<file path="src/rtl/i2c_am_pkg.sv">
package i2c_am_pkg;

    localparam int BYTE_W = 8;
    localparam int OFS_BYTES = 3;
    localparam int OFS_W = BYTE_W * OFS_BYTES;

    typedef enum logic [2:0] {
        ST_IDLE,
        ST_START,
        ST_SHIFT,
        ST_ACK,
        ST_RESTART,
        ST_STOP
    } state_t;

    // what the byte currently on the wire means
    typedef enum logic [2:0] {
        BK_DEVW,
        BK_IA2,
        BK_IA1,
        BK_IA0,
        BK_DATAW,
        BK_DEVR,
        BK_DATAR
    } kind_t;

    function automatic kind_t first_kind(input logic rd, input logic [1:0] len);
        kind_t k;
        k = (rd && len == 2'd0) ? BK_DEVR : BK_DEVW;
        return k;
    endfunction

    function automatic kind_t next_kind(input kind_t k, input logic rd, input logic [1:0] len);
        kind_t r;
        case (k)
            BK_DEVW: begin
                case (len)
                    2'd3:    r = BK_IA2;
                    2'd2:    r = BK_IA1;
                    2'd1:    r = BK_IA0;
                    default: r = rd ? BK_DEVR : BK_DATAW;
                endcase
            end
            BK_IA2:  r = BK_IA1;
            BK_IA1:  r = BK_IA0;
            BK_IA0:  r = rd ? BK_DEVR : BK_DATAW;
            BK_DEVR: r = BK_DATAR;
            default: r = BK_DATAR;
        endcase
        return r;
    endfunction

endpackage

</file>
<file path="src/rtl/i2c_am_tick.sv">
module i2c_am_tick #(
    parameter int DIV_W = 12
) (
    input  logic             clk,
    input  logic             rst_n,
    input  logic             en,
    input  logic [DIV_W-1:0] div,
    output logic             tick
);

    logic [DIV_W-1:0] cnt;

    assign tick = en && (cnt == div);

    always_ff @(posedge clk or negedge rst_n) begin
        if (!rst_n) begin
            cnt <= '0;
        end else if (!en || tick) begin
            cnt <= '0;
        end else begin
            cnt <= cnt + 1'b1;
        end
    end

endmodule

</file>
<file path="src/rtl/i2c_am_shift.sv">
module i2c_am_shift #(
    parameter int W = 8
) (
    input  logic         clk,
    input  logic         rst_n,
    input  logic         ld,
    input  logic [W-1:0] ld_val,
    input  logic         smp_en,
    input  logic         sda_in,
    input  logic         shf_en,
    output logic         out_bit,
    output logic         samp,
    output logic [W-1:0] data
);

    logic [W-1:0] sh;
    logic         smp_r;

    always_ff @(posedge clk or negedge rst_n) begin
        if (!rst_n) begin
            sh    <= '1;
            smp_r <= 1'b1;
        end else begin
            if (ld) begin
                sh <= ld_val;
            end else if (shf_en) begin
                sh <= {sh[W-2:0], smp_r};
            end
            if (smp_en) begin
                smp_r <= sda_in;
            end
        end
    end

    assign out_bit = sh[W-1];
    assign samp    = smp_r;
    assign data    = sh;

endmodule

</file>
<file path="src/rtl/i2c_am_ctrl.sv">
module i2c_am_ctrl
    import i2c_am_pkg::*;
(
    input  logic              clk,
    input  logic              rst_n,
    input  logic              start,
    input  logic              rd_req,
    input  logic [6:0]        dev_addr,
    input  logic [1:0]        iaddr_len,
    input  logic [OFS_W-1:0]  iaddr,
    input  logic [BYTE_W-1:0] wr_data,
    input  logic              tick,
    input  logic              samp,
    input  logic              sh_bit,
    input  logic [BYTE_W-1:0] sh_data,
    output logic              run,
    output logic              ld,
    output logic [BYTE_W-1:0] ld_val,
    output logic              smp_en,
    output logic              shf_en,
    output logic              scl_oe,
    output logic              sda_oe,
    output logic              done,
    output logic              nack_err,
    output logic [BYTE_W-1:0] rd_data
);

    state_t st, st_n;
    kind_t  kind, kind_n;
    logic [1:0] q;
    logic [2:0] bcnt;
    logic       c_rd;
    logic [6:0] c_dev;
    logic [1:0] c_len;
    logic [OFS_W-1:0]  c_ia;
    logic [BYTE_W-1:0] c_wd;
    logic err_pend, err_set, fin, rd_cap;
    logic last_q;

    assign last_q = tick && (q == 2'd3);
    assign run    = (st != ST_IDLE);
    assign smp_en = tick && (q == 2'd2) && (st == ST_SHIFT || st == ST_ACK);
    assign shf_en = last_q && (st == ST_SHIFT);

    // next state and sequencing decisions
    always_comb begin
        st_n    = st;
        kind_n  = kind;
        ld      = 1'b0;
        fin     = 1'b0;
        err_set = 1'b0;
        rd_cap  = 1'b0;
        unique case (st)
            ST_IDLE: begin
                if (start) st_n = ST_START;
            end
            ST_START: begin
                if (last_q) begin
                    st_n   = ST_SHIFT;
                    kind_n = first_kind(c_rd, c_len);
                    ld     = 1'b1;
                end
            end
            ST_SHIFT: begin
                if (last_q && bcnt == 3'd7) st_n = ST_ACK;
            end
            ST_ACK: begin
                if (last_q) begin
                    if (kind == BK_DATAR) begin
                        rd_cap = 1'b1;
                        st_n   = ST_STOP;
                    end else if (samp) begin
                        err_set = 1'b1;
                        st_n    = ST_STOP;
                    end else if (kind == BK_DATAW) begin
                        st_n = ST_STOP;
                    end else begin
                        kind_n = next_kind(kind, c_rd, c_len);
                        if (kind_n == BK_DEVR) begin
                            st_n = ST_RESTART;
                        end else begin
                            st_n = ST_SHIFT;
                            ld   = 1'b1;
                        end
                    end
                end
            end
            ST_RESTART: begin
                if (last_q) begin
                    st_n = ST_SHIFT;
                    ld   = 1'b1;
                end
            end
            ST_STOP: begin
                if (last_q) begin
                    st_n = ST_IDLE;
                    fin  = 1'b1;
                end
            end
            default: st_n = ST_IDLE;
        endcase
    end

    // byte to put on the wire for the kind being entered
    always_comb begin
        unique case (kind_n)
            BK_DEVW:  ld_val = {c_dev, 1'b0};
            BK_DEVR:  ld_val = {c_dev, 1'b1};
            BK_IA2:   ld_val = c_ia[23:16];
            BK_IA1:   ld_val = c_ia[15:8];
            BK_IA0:   ld_val = c_ia[7:0];
            BK_DATAW: ld_val = c_wd;
            default:  ld_val = '1;
        endcase
    end

    // state register and per-transaction registers
    always_ff @(posedge clk or negedge rst_n) begin
        if (!rst_n) begin
            st       <= ST_IDLE;
            kind     <= BK_DEVW;
            q        <= 2'd0;
            bcnt     <= 3'd0;
            c_rd     <= 1'b0;
            c_dev    <= '0;
            c_len    <= '0;
            c_ia     <= '0;
            c_wd     <= '0;
            err_pend <= 1'b0;
            done     <= 1'b0;
            nack_err <= 1'b0;
            rd_data  <= '0;
        end else begin
            st   <= st_n;
            kind <= kind_n;
            done <= fin;
            if (st == ST_IDLE) begin
                q    <= 2'd0;
                bcnt <= 3'd0;
                if (start) begin
                    c_rd     <= rd_req;
                    c_dev    <= dev_addr;
                    c_len    <= iaddr_len;
                    c_ia     <= iaddr;
                    c_wd     <= wr_data;
                    err_pend <= 1'b0;
                    nack_err <= 1'b0;
                end
            end else if (tick) begin
                q <= q + 2'd1;
                if (shf_en) bcnt <= bcnt + 3'd1;
            end
            if (err_set) err_pend <= 1'b1;
            if (fin)     nack_err <= err_pend;
            if (rd_cap)  rd_data  <= sh_data;
        end
    end

    // line drive per state and quarter-phase (1 = pull low)
    always_comb begin
        scl_oe = 1'b0;
        sda_oe = 1'b0;
        unique case (st)
            ST_IDLE: begin
                scl_oe = 1'b0;
                sda_oe = 1'b0;
            end
            ST_START: begin
                scl_oe = (q == 2'd3);
                sda_oe = (q != 2'd0);
            end
            ST_RESTART: begin
                scl_oe = (q == 2'd0) || (q == 2'd3);
                sda_oe = (q[1] == 1'b1);
            end
            ST_SHIFT: begin
                scl_oe = (q == 2'd0) || (q == 2'd3);
                sda_oe = (kind != BK_DATAR) && !sh_bit;
            end
            ST_ACK: begin
                scl_oe = (q == 2'd0) || (q == 2'd3);
                sda_oe = 1'b0;
            end
            ST_STOP: begin
                scl_oe = (q == 2'd0);
                sda_oe = (q[1] == 1'b0);
            end
            default: begin
                scl_oe = 1'b0;
                sda_oe = 1'b0;
            end
        endcase
    end

endmodule

</file>
<file path="src/rtl/i2c_am_master.sv">
module i2c_am_master
    import i2c_am_pkg::*;
#(
    parameter int DIV_W = 12
) (
    input  logic             clk,
    input  logic             rst_n,
    input  logic             start,
    input  logic             rd_req,
    input  logic [6:0]       dev_addr,
    input  logic [1:0]       iaddr_len,
    input  logic [23:0]      iaddr,
    input  logic [7:0]       wr_data,
    input  logic [DIV_W-1:0] clk_div,
    input  logic             sda_in,
    output logic             scl_oe,
    output logic             sda_oe,
    output logic             busy,
    output logic             done,
    output logic             nack_err,
    output logic [7:0]       rd_data
);

    logic run, tick, ld, smp_en, shf_en, sh_bit, samp;
    logic [BYTE_W-1:0] ld_val, sh_data;

    i2c_am_tick #(.DIV_W(DIV_W)) u_tick (
        .clk   (clk),
        .rst_n (rst_n),
        .en    (run),
        .div   (clk_div),
        .tick  (tick)
    );

    i2c_am_shift #(.W(BYTE_W)) u_shift (
        .clk     (clk),
        .rst_n   (rst_n),
        .ld      (ld),
        .ld_val  (ld_val),
        .smp_en  (smp_en),
        .sda_in  (sda_in),
        .shf_en  (shf_en),
        .out_bit (sh_bit),
        .samp    (samp),
        .data    (sh_data)
    );

    i2c_am_ctrl u_ctrl (
        .clk       (clk),
        .rst_n     (rst_n),
        .start     (start),
        .rd_req    (rd_req),
        .dev_addr  (dev_addr),
        .iaddr_len (iaddr_len),
        .iaddr     (iaddr),
        .wr_data   (wr_data),
        .tick      (tick),
        .samp      (samp),
        .sh_bit    (sh_bit),
        .sh_data   (sh_data),
        .run       (run),
        .ld        (ld),
        .ld_val    (ld_val),
        .smp_en    (smp_en),
        .shf_en    (shf_en),
        .scl_oe    (scl_oe),
        .sda_oe    (sda_oe),
        .done      (done),
        .nack_err  (nack_err),
        .rd_data   (rd_data)
    );

    assign busy = run;

endmodule

</file>
<file path="config.mk">
export PLATFORM = sky130hd
export DESIGN_NAME = i2c_am_master
export DESIGN_NICKNAME = d
export VERILOG_FILES = /design/src/rtl/i2c_am_pkg.sv /design/src/rtl/i2c_am_tick.sv /design/src/rtl/i2c_am_shift.sv /design/src/rtl/i2c_am_ctrl.sv /design/src/rtl/i2c_am_master.sv
export SDC_FILE = /design/constraint.sdc
export NUM_CORES = 1
export LEC_CHECK = 0
export BUFFER_PORTS_ARGS = -buffer_cell sky130_fd_sc_hd__buf_4
export CORE_MARGIN = 1
export CORE_UTILIZATION = 50
export CTS_CLUSTER_DIAMETER = 120
export DETAILED_ROUTE_END_ITERATION = 12
export PLACE_DENSITY = 0.77
export SLEW_MARGIN = 40
export SYNTH_ARGS = -nofsm -noshare
export SYNTH_HDL_FRONTEND = slang
export SYNTH_HIERARCHICAL = 1
export SYNTH_SLANG_ARGS = --single-unit
</file>
<file path="constraint.sdc">
create_clock -name clk -period 3 [get_ports clk]
set_input_delay 0.6 -clock clk [delete_from_list [all_inputs] [get_ports clk]]
set_output_delay 0.6 -clock clk [all_outputs]
set_load 0.01 [all_outputs]
</file>
==> impl_metrics.csv <==
group,metric,value,unit
clock_network,cts_buffer_depth,2,
logic_synthesis,seq_area_frac_synth,0.465,
cells_and_area,final_cells,618,
clock_network,cts_htree_levels,3,
logic_synthesis,synth_area_leaders,"dfrtp_1, mux2_2, dfstp_2",
worst_hold_path,hold_path_class,"input port to asynchronous set/reset pin",
floorplanning,start_util,0.522,
logic_synthesis,synthFlopType,"dfrtp_1",
flow_run,maxCapViolCount,0,
grt,antenna_found_initial,0,
logic_synthesis,synth_nets,492,
power_and_ir_drop,total_power,0.00366,W
drt,drt_pass1_iterations,10,
logic_synthesis,syn_avg_cell_area,10.8,µm²
sta,slew_headroom,0.595,
cells_and_area,layout.nets,573,
sta,hold_violations,0,
cells_and_area,layout-drive-gt1-share,0.378,
sta,finalCritPeriodShare,0.932,
grt,overflow,0,
cells_and_area,area_growth_syn_to_layout,20.5,%
place,portBuffers,70,
logic_synthesis,yosysMostFrequentCell,"dfrtp_1",
logic_synthesis,yosys.area.top_type_share,0.414,
sta,layout_min_cycle_time,2.80,ns
logic_synthesis,netlist_instances,424,
worst_setup_path,worstSetupPathType,"flip-flop to flip-flop",
floorplanning,die_y,97.9,µm
worst_setup_path,crit_slowest_cell,"dfrtp_1",
power_and_ir_drop,internal-power,0.00250,W
logic_synthesis,ys_types,55,
logic_synthesis,ys_ff_latch,85,
place,dp_hpwl,7180,µm
clock_network,clkSlewWorstSetupHoldPaths,0.09,ns
worst_setup_path,worst-path-max-fanout,12,
worst_setup_path,start_kind,"flip-flop",
worst_setup_path,path_cells,"xnor2_1 -> nand4_1 -> nor4_2 -> buf_4 -> nand3_2 -> o31ai_1 -> and3_1 -> buf_6 -> nand2_1 -> and3_1 -> o32ai_2 -> nand2_1 -> o21ai_1",
worst_setup_path,slowest_delay,0.45,ns
power_and_ir_drop,switching_share,0.316,
floorplanning,fp.dieW,97.9,µm
sta,rsz0062_at_grt,"false",
logic_synthesis,synthTopCellsByCount,"dfrtp_1, nand2_1, mux2_2, nor2_1, xnor2_1",
power_and_ir_drop,p_leak,2.44,nW
clock_network,clock_sinks,85,
grt,first_global_vias,3291,
logic_synthesis,synth_largest_area_cell,"dfrtp_1",
power_and_ir_drop,power_switching,0.00116,W
floorplanning,ios,71,
grt,grt_max_degree,45,
logic_synthesis,synthArstFlopShare,1.00,
drt,routed_wl,9770,µm
grt,grt_pass1_wl,16300,µm
floorplanning,fp.coreArea,8810,µm²
place,gp_congestion,0.839,
power_and_ir_drop,seq_power_share,0.461,
sta,fmax,358,MHz
power_and_ir_drop,peakVddDrop,470,µV
outcome,status,"finished, violations left",
drt,avgRoutedWirePerCell,15.8,µm
grt,grt_util_all_layers,0.215,
sta,fin_setup_tns,0,ns
clock_network,tritoncts,"yes",
cells_and_area,design_area,5540,µm²
drt,first_iter_violations,110,
logic_synthesis,syn-cell-area,4600,µm²
sta,maxSlewViolCount,0,
floorplanning,rows,34,
worst_setup_path,worst_setup_path_end_kind,"flip-flop",
place,dpl.cell_count,601,
clock_network,root_buffer,"clkbuf_8",
cells_and_area,antennaDiodeCount,0,
clock_network,clock_latency,0.36,ns
clock_network,cts_made_buffers,9,
outcome,violations,"DRC",
place,post_dp_cell_area,5290,µm²
worst_setup_path,worst_ep_arrival_time,3.09,ns
power_and_ir_drop,p_clk_frac,0.251,
drt,post-route-drc-count,4,
drt,ant_nets,0,
power_and_ir_drop,combPwrFrac,0.288,
drt,vias,3440,
sta,setup_viol,0,
sta,final.setup_skew,0.00988,ns
drt,via_per_inst,5.57,
logic_synthesis,synth-edff-count,0,
logic_synthesis,yosys_warnings,6,
sta,worst_pin_slew,0.607,ns
floorplanning,fp.dieArea,9580,µm²
power_and_ir_drop,p_per_area,661,nW/µm²
cells_and_area,final_core_util,0.629,
worst_setup_path,cp_data_required_time,3.29,ns
worst max-delay path, delay by kind of cell, from the launching register on:
kind / cells / cell delay [ns]
AOI/OAI and AO/OA: 3 / 0.57
DFF: 1 / 0.45
and+or+nand+nor: 7 / 1.15
buffers and inverters: 2 / 0.35
xor gates and xnor gates: 1 / 0.19
state kept, by name, summed over array words and instances, names as in the netlist:
name,count
u_ctrl/bcnt,3
u_ctrl/c_rd,1
u_ctrl/nack_err,1
u_tick/cnt,12
u_ctrl/kind,3
u_ctrl/c_wd,8
u_ctrl/done,1
u_ctrl/st,3
u_ctrl/c_dev,7
u_ctrl/q,2
u_shift/data,8
u_ctrl/err_pend,1
u_ctrl/c_ia,24
u_ctrl/rd_data,8
u_shift/samp,1
u_ctrl/c_len,2
path summary, 6_finish.rpt:
path | to | slack [ns] | start | cells after the start
setup / recovery | u_shift/data[2]$_DFFE_PN1P_ | 0.20 | u_tick/cnt[0]$_DFF_PN0_ | 13
hold / removal | u_tick/cnt[3]$_DFF_PN0_ | 0.21 | rst_n | 1
setup reg to reg | u_shift/data[2]$_DFFE_PN1P_ | 0.20 | u_tick/cnt[0]$_DFF_PN0_ | 13
hold reg to reg | u_ctrl/rd_data[5]$_DFFE_PN0P_ | 0.51 | u_ctrl/rd_data[5]$_DFFE_PN0P_ | 1
max in group asynchronous | u_tick/cnt[10]$_DFF_PN0_ | 2.15 | rst_n | 2
min in group clk | u_ctrl/c_wd[1]$_DFFE_PN0P_ | 0.46 | wr_data[1] | 2
layer usage:
| metal | global-route usage | vias up | wire [µm] |
|---|---|---|---|
| met1 | 0.299 | 1688 | 4410 |
| li1 | - | 1644 | - |
| met4 | 0.0629 | 0 | 123 |
| met5 | 0 | - | 0 |
| met3 | 0.0494 | 13 | 504 |
| met2 | 0.337 | 95 | 4730 |
metrics by stage:
stage / setup WS [ns] / hold slack (ns)
floorplan: 0.258 / 0.304
global placement: -0.0191 / 0.484
detailed placement: -0.130 / 0.491
CTS: 0.140 / 0.231
global route: 0.0451 / 0.230
finish: 0.204 / 0.213
repair_timing:
item | in CTS | in global routing
setup endpoints to repair | 0 | 6
hold buffers | 0 | 0
resized for setup | 0 | 4
buffers inserted | 0 | 1
logic make-up (layout without fill, tap and decap cells):
| family | count (synthesis) | after routing | synth area share |
|---|---|---|---|
| compound gates | 56 | 56 | 0.0997 |
| xor+xnor | 25 | 25 | 0.0493 |
| fa+ha+maj | 10 | 10 | 0.0272 |
| mux | 61 | 61 | 0.146 |
| simple gates | 148 | 148 | 0.155 |
| flops | 85 | 85 | 0.465 |
| buf+inv | 39 | 125 | 0.0572 |
final cells by class:
cell class	count	area (µm²)
repair buffers	96	774
inverters	13	50.0
flip-flops and latches	85	2140
clock inverters	7	103
multi-input cells	300	2210
well taps	108	135
fillers	705	3270
clock buffers	9	124
cells in the final DEF, fill, tap and decap left out, types with 4 or more instances in the layout:
cell type | Yosys | routed
xnor2_1 | 21 | 21
nand4_1 | 5 | 5
o32ai_2 | 7 | 7
mux2_2 | 49 | 49
o21ai_1 | 16 | 16
o21ai_0 | 6 | 6
o31ai_1 | 4 | 4
buf_4 | 9 | 91
nand2b_1 | 4 | 4
dfstp_2 | 9 | 9
inv_1 | 11 | 11
a21oi_1 | 7 | 7
ha_1 | 10 | 10
nand3_1 | 6 | 6
clkbuf_8 | 0 | 9
dfrtp_1 | 76 | 75
and3_1 | 17 | 17
nand2_1 | 50 | 50
buf_12 | 0 | 4
nor2_1 | 40 | 40
mux2i_1 | 12 | 12
nor3_1 | 8 | 7
power groups by stage:
| stage | Clock, W | Combinational (W) | Sequential [W] |
|---|---|---|---|
| 2_1_floorplan | 0 | 0.000831 | 0.00160 |
| 3_3_place_gp | 0 | 0.00100 | 0.00169 |
| 3_5_place_dp | 0 | 0.00104 | 0.00170 |
| 4_1_cts | 0.000940 | 0.00105 | 0.00168 |
| 5_1_grt | 0.000993 | 0.00115 | 0.00173 |
| 6_report | 0.000920 | 0.00105 | 0.00169 |
No activity file was read; power rests on OpenSTA's default activity.
